==> src/rtl/wbuf_pkg.sv <==
package wbuf_pkg;
  // widest slot index the strobe struct can carry (up to 16 slots)
  localparam int WB_IDX_MAX_W = 4;

  typedef struct packed {
    logic                    allocEn;
    logic                    mergeEn;
    logic [WB_IDX_MAX_W-1:0] allocIdx;
    logic [WB_IDX_MAX_W-1:0] mergeIdx;
    logic [WB_IDX_MAX_W-1:0] headIdx;
  } wbufStrb_t;
endpackage

==> src/rtl/wbuf_ctrl.sv <==
module wbuf_ctrl
  import wbuf_pkg::*;
#(
  parameter int N = 4
) (
  input  logic         clk,
  input  logic         rstN,
  input  logic         wrValid,
  input  logic         rdReq,
  input  logic         drnAck,
  input  logic [N-1:0] blkHitWr,
  output logic [N-1:0] validVec,
  output wbufStrb_t    strb,
  output logic         bufEmpty,
  output logic         bufFull,
  output logic         drnValid
);
  localparam int IDX_W = (N > 1) ? $clog2(N) : 1;
  localparam int CNT_W = $clog2(N + 1);

  logic [IDX_W-1:0] headPtr, tailPtr, hitIdx;
  logic [CNT_W-1:0] count;
  logic             headClosed, headLock, pop, accept, anyHit;
  logic [N-1:0]     openHit;

  assign bufFull  = (count == CNT_W'(N));
  assign bufEmpty = (count == '0);
  assign drnValid = !bufEmpty && !rdReq;
  assign pop      = drnValid && drnAck;
  // head stays closed once it has been offered to memory
  assign headLock = headClosed || drnValid;
  assign accept   = wrValid && !bufFull;

  always_comb begin
    hitIdx = '0;
    for (int i = 0; i < N; i++) begin
      openHit[i] = validVec[i] && blkHitWr[i] &&
                   !((IDX_W'(i) == headPtr) && headLock);
      if (openHit[i]) hitIdx = IDX_W'(i);
    end
  end
  assign anyHit = |openHit;

  always_comb begin
    strb          = '0;
    strb.allocEn  = accept && !anyHit;
    strb.mergeEn  = accept && anyHit;
    strb.allocIdx = WB_IDX_MAX_W'(tailPtr);
    strb.mergeIdx = WB_IDX_MAX_W'(hitIdx);
    strb.headIdx  = WB_IDX_MAX_W'(headPtr);
  end

  always_ff @(posedge clk) begin
    if (!rstN) begin
      validVec   <= '0;
      headPtr    <= '0;
      tailPtr    <= '0;
      count      <= '0;
      headClosed <= 1'b0;
    end else begin
      if (strb.allocEn) begin
        validVec[tailPtr] <= 1'b1;
        tailPtr <= (tailPtr == IDX_W'(N - 1)) ? '0 : tailPtr + 1'b1;
      end
      if (pop) begin
        validVec[headPtr] <= 1'b0;
        headPtr <= (headPtr == IDX_W'(N - 1)) ? '0 : headPtr + 1'b1;
      end
      case ({strb.allocEn, pop})
        2'b10:   count <= count + 1'b1;
        2'b01:   count <= count - 1'b1;
        default: count <= count;
      endcase
      if (pop)           headClosed <= 1'b0;
      else if (drnValid) headClosed <= 1'b1;
    end
  end
endmodule

==> src/rtl/wbuf_data.sv <==
module wbuf_data
  import wbuf_pkg::*;
#(
  parameter int N      = 4,
  parameter int WORDS  = 4,
  parameter int WORD_W = 32,
  parameter int BLK_W  = 28
) (
  input  logic                      clk,
  input  wbufStrb_t                 strb,
  input  logic [N-1:0]              validVec,
  input  logic [BLK_W-1:0]          wrBlk,
  input  logic [$clog2(WORDS)-1:0]  wrWord,
  input  logic [WORD_W-1:0]         wrData,
  input  logic [WORD_W/8-1:0]       wrBe,
  input  logic [BLK_W-1:0]          rdBlk,
  input  logic [$clog2(WORDS)-1:0]  rdWord,
  input  logic [WORD_W-1:0]         rdMemData,
  output logic [N-1:0]              blkHitWr,
  output logic                      rdConflict,
  output logic [WORD_W-1:0]         rdMerged,
  output logic [BLK_W-1:0]          drnBlk,
  output logic [WORDS*WORD_W-1:0]   drnData,
  output logic [WORDS*WORD_W/8-1:0] drnBe
);
  localparam int BYTES = WORD_W / 8;

  logic [BLK_W-1:0]                  blkQ  [N];
  logic [WORDS-1:0][BYTES-1:0][7:0]  dataQ [N];
  logic [WORDS-1:0][BYTES-1:0]       beQ   [N];

  function automatic int wrapIdx(input int h, input int k);
    int s;
    s = h + k;
    if (s >= N) s = s - N;
    return s;
  endfunction

  // slot storage: fresh slot on allocation, byte-wise update on merge
  always_ff @(posedge clk) begin
    for (int i = 0; i < N; i++) begin
      if (strb.allocEn && strb.allocIdx == WB_IDX_MAX_W'(i)) begin
        blkQ[i] <= wrBlk;
        for (int w = 0; w < WORDS; w++) begin
          for (int b = 0; b < BYTES; b++) begin
            beQ[i][w][b]   <= (w == int'(wrWord)) && wrBe[b];
            dataQ[i][w][b] <= ((w == int'(wrWord)) && wrBe[b]) ?
                              wrData[b*8 +: 8] : 8'h00;
          end
        end
      end else if (strb.mergeEn && strb.mergeIdx == WB_IDX_MAX_W'(i)) begin
        for (int b = 0; b < BYTES; b++) begin
          if (wrBe[b]) begin
            beQ[i][wrWord][b]   <= 1'b1;
            dataQ[i][wrWord][b] <= wrData[b*8 +: 8];
          end
        end
      end
    end
  end

  always_comb begin
    for (int i = 0; i < N; i++) blkHitWr[i] = (blkQ[i] == wrBlk);
  end

  // read lookup: walk oldest to newest so newer slots override bytes
  always_comb begin
    rdMerged   = rdMemData;
    rdConflict = 1'b0;
    for (int k = 0; k < N; k++) begin
      if (validVec[wrapIdx(int'(strb.headIdx), k)] &&
          blkQ[wrapIdx(int'(strb.headIdx), k)] == rdBlk) begin
        rdConflict = 1'b1;
        for (int b = 0; b < BYTES; b++) begin
          if (beQ[wrapIdx(int'(strb.headIdx), k)][rdWord][b])
            rdMerged[b*8 +: 8] = dataQ[wrapIdx(int'(strb.headIdx), k)][rdWord][b];
        end
      end
    end
  end

  assign drnBlk  = blkQ[strb.headIdx];
  assign drnData = dataQ[strb.headIdx];
  assign drnBe   = beQ[strb.headIdx];
endmodule

==> src/rtl/merging_wbuf.sv <==
module merging_wbuf
  import wbuf_pkg::*;
#(
  parameter int N      = 4,
  parameter int WORDS  = 4,
  parameter int WORD_W = 32,
  parameter int BLK_W  = 28
) (
  input  logic                      clk,
  input  logic                      rstN,
  input  logic                      wrValid,
  input  logic [BLK_W-1:0]          wrBlk,
  input  logic [$clog2(WORDS)-1:0]  wrWord,
  input  logic [WORD_W-1:0]         wrData,
  input  logic [WORD_W/8-1:0]       wrBe,
  output logic                      bufFull,
  output logic                      bufEmpty,
  input  logic                      rdReq,
  input  logic [BLK_W-1:0]          rdBlk,
  input  logic [$clog2(WORDS)-1:0]  rdWord,
  input  logic [WORD_W-1:0]         rdMemData,
  output logic                      rdConflict,
  output logic [WORD_W-1:0]         rdMerged,
  output logic                      drnValid,
  input  logic                      drnAck,
  output logic [BLK_W-1:0]          drnBlk,
  output logic [WORDS*WORD_W-1:0]   drnData,
  output logic [WORDS*WORD_W/8-1:0] drnBe
);
  wbufStrb_t    strb;
  logic [N-1:0] validVec, blkHitWr;

  wbuf_ctrl #(.N(N)) ctrl_i (
    .clk(clk), .rstN(rstN), .wrValid(wrValid), .rdReq(rdReq),
    .drnAck(drnAck), .blkHitWr(blkHitWr), .validVec(validVec),
    .strb(strb), .bufEmpty(bufEmpty), .bufFull(bufFull),
    .drnValid(drnValid)
  );

  wbuf_data #(.N(N), .WORDS(WORDS), .WORD_W(WORD_W), .BLK_W(BLK_W)) data_i (
    .clk(clk), .strb(strb), .validVec(validVec), .wrBlk(wrBlk),
    .wrWord(wrWord), .wrData(wrData), .wrBe(wrBe), .rdBlk(rdBlk),
    .rdWord(rdWord), .rdMemData(rdMemData), .blkHitWr(blkHitWr),
    .rdConflict(rdConflict), .rdMerged(rdMerged), .drnBlk(drnBlk),
    .drnData(drnData), .drnBe(drnBe)
  );
endmodule

==> config.mk <==
export PLATFORM = sky130hd
export DESIGN_NAME = merging_wbuf
export DESIGN_NICKNAME = d
export VERILOG_FILES = /design/src/rtl/wbuf_pkg.sv /design/src/rtl/wbuf_ctrl.sv /design/src/rtl/wbuf_data.sv /design/src/rtl/merging_wbuf.sv
export SDC_FILE = /design/constraint.sdc
export NUM_CORES = 2
export LEC_CHECK = 0
export ABC_AREA = 1
export ABC_CLOCK_PERIOD_IN_PS = 17100
export BUFFER_PORTS_ARGS = -buffer_cell sky130_fd_sc_hd__buf_2
export CAP_MARGIN = 20
export CORE_MARGIN = 4
export CORE_UTILIZATION = 65
export CTS_BUF_LIST = sky130_fd_sc_hd__clkbuf_16
export DETAILED_ROUTE_END_ITERATION = 10
export PLACE_DENSITY = 0.84
export SLEW_MARGIN = 30
export SYNTH_ARGS = -nofsm -noshare
export SYNTH_HDL_FRONTEND = slang
export SYNTH_HIERARCHICAL = 1
export SYNTH_SLANG_ARGS = --single-unit
==> constraint.sdc <==
create_clock -name clk -period 17.1 [get_ports clk]
set_clock_uncertainty 0.15 [all_clocks]
set_input_delay 0.855 -clock clk [delete_from_list [all_inputs] [get_ports clk]]
set_output_delay 0.855 -clock clk [all_outputs]
set_load 0.02 [all_outputs]
==> metrics.md <==
| Metric | Value |
|---|---|
| Status | `finished clean` |
| R2R depth | `18` |
| Gpl congestion | `1.064` |
| Clk slew on worst S/H paths | `about 70 ps` |
| Top sig layer | `met5` |
| Hpwl dp | `122.4 mm` |
| Largest net degree at the start of global routing | `around 210` |
| DRT Wirelength | `177.4 mm` |
| Reg2reg end | `data_i/dataQ[3][72]$_DFFE_PP_` |
| Fin Hold WS | `323.5 ps` |
| Max_cap viols | `0` |
| Area growth syn-to-layout | `8.334%` |
| Critical R2R Launch | `data_i/blkQ[1][25]$_DFFE_PP_` |
| Min-delay src | `wrBlk[15]` |
| Wire length on met3 | `25.89 mm` |
| CTS H-tree depth | `3` |
| Final ANT Viol Nets | `0` |
| Die Area | `0.08030 mm^2` |
| Clk buf depth | `3` |
| Startpoint Class | `flop` |
| Vias | `51,170` |
| Placed instance area | `0.05081 mm^2` |
| Congestion Overflow GR | `0` |
| Initial Utilization | `65.88%` |
| Wire per inst | `21.99 um` |
| DR pass1 iterations | `10` |
| Largest stage delay, worst path | `660 ps` |
| Max Clk Rate | `approximately 140 MHz` |
| GRT Util Overall | `42.44%` |
| Cells along the critical path | `buf_4 > inv_8 > nand2_1 > nand2_8 > buf_16 > nand2_1 > nand2_1 > nand2_1 > nand2_1 > nor2_1 > nand2_1 > nor2_1 > nand2_1 > nor2_4 > buf_4 > nand2_2 > nand3_1 > nand2_1 > a21oi_1 > buf_2` |
| Setup TNS | `0 ps` |
| Sink Count | `700` |
| Hold Crit Class | `input port to flop` |
| CP dominant cell by count | `nand2_1` |
| Vias in the first global route | `45,760` |
| Total CTS buffers | `78` |
| Clock root buffer master | `clkbuf_16` |
| Clk_lat worst skew | `640 ps` |
| Crit path DAT | `6300 ps` |
| Pwr Density | `about 94 mW/mm^2` |
| Core outline area | `0.07482 mm^2` |
| Post-synthesis cell area | `0.04929 mm^2` |
| Die Width | `around 280 um` |
| Critical path type | `flop to output pin` |
| Layout net count | `between 7,000 and 8,000` |
| Post_cts resized | `0` |
| CTS Hold Bufs | `0` |
| IO Count | `approximately 340` |
| Critical path peak fanout | `114` |
| Period minus WS final | `7309 ps` |
| Yosys warning count | `6` |
| Row cnt | `100` |
| Final instance area | `0.05340 mm^2` |
| CTS tree | `done` |
| Worst Hold End | `data_i/blkQ[2][15]$_DFFE_PP_` |
| DRT iter0 DRCs | `8,089` |
| Max-Slew Margin vs Limit | `between 30 and 40%` |
| Crit share post-route | `approximately 43%` |
| CP max-delay cell | `buf_4` |
| Port bufs | `340` |
| Layout cells sized above 1 | `9.418%` |
| Fin. max-slew vios | `0` |
| Worst reg-to-reg setup slack | `between 10,000 and 15,000 ps` |
| Critical path capture point type | `output pin` |
| Metal-1 WL | `63.42 mm` |
| RSZ-0062 raised after global routing | `false` |
| Leakage power | `0.02286 uW` |
| Vias/cell | `6.341` |
| Placed cell count | `7,922` |
| Final setup violation count | `0` |
| Met2 wire len | `76.12 mm` |
| Fin. Hold Viols | `0` |
| Worst vdd ir | `0.1046 mV` |
| Setup Buffers After CTS | `0` |
| Worst Max-Slew Pin Slew | `1035 ps` |
| DRC | `0` |
| Syn Area/Cell | `7.008 um^2` |
| Initial antenna violation count | `12` |
| Hold Crit Depth | `1` |
| Critical Path RT | `16,100 ps` |
| Worst Setup SP | `ctrl_i/headPtr[1]$_SDFFE_PN0P_` |
| Post-route insts no fill | `8,070` |
| Global-route wire length before repair | `267.2 mm` |
| Die height | `283.4 um` |
| Synth Instances | `between 7,000 and 8,000` |
how the worst max path moves through the flow:
stage	cells after the start	endpoint
6_report	20	rdMerged[21]
5_1_grt	20	rdMerged[21]
4_1_cts	20	rdMerged[18]
3_3_place_gp	19	rdMerged[18]
3_5_place_dp	19	data_i/dataQ[3][73]$_DFFE_PP_
2_1_floorplan	18	data_i/beQ[0][0]$_DFFE_PP_
routing by layer:
layer	vias to the layer above	global-route usage, %
li1	23350	-
met1	23080	56.95
met2	3984	64.44
met3	750	10.08
met4	8	22.22
met5	-	0
worst max-delay path, delay by kind of cell, from the launching register on:
kind / cells / cell delay [ps]
and+or+nand+nor: 14 / 2100
AOI/OAI and AO/OA: 1 / 560
DFF: 1 / 610
buffers and inverters: 5 / 2210
per-stage QoR:
stage | setup slack [ps] | utilization, % | total power (uW)
floorplan | 10660 | - | 2921
global placement | 10860 | 67.70 | 3307
global route | 9655 | 71.36 | 5212
CTS | 10220 | 71.27 | 4974
finish | 9791 | 71.37 | 5025
detailed placement | 10790 | 67.91 | 3334
cell type report:
cell class,count,area [um^2]
clock inverters,57,464.2
inverters,451,1729
diodes,8,20.02
fillers,6199,21420
well taps,969,1212
multi-input cells,5360,24420
flip-flops and latches,700,20900
clock buffers,82,2052
repair buffers,443,2603
power by group:
group          internal (uW)  switching [uW]
Clock                    948             717
Combinational            373            1060
Sequential              1910            20.5
placed cells by master, fill, tap and decap left out, drive strengths merged, types with 22 or more instances in the layout:
master and count:
nand2 2372, a21oi 321, edfxtp 687, nor2 874, nand3 390, o31ai 25
o21ai 919, xor2 82, nor3 42, buf 443, xnor2 26, a221oi 64
o211ai 22, clkbuf 82, o221ai 35, inv 464, o22ai 75, clkinv 35
flip-flops by register name, summed over array words and instances, names as in the netlist:
register and flops:
ctrl_i/count 3, ctrl_i/headClosed 1, ctrl_i/headPtr 2, ctrl_i/tailPtr 2, ctrl_i/validVec 4, data_i/beQ 64
data_i/blkQ 112, data_i/dataQ 512
No activity file was read; power rests on OpenSTA's default activity.
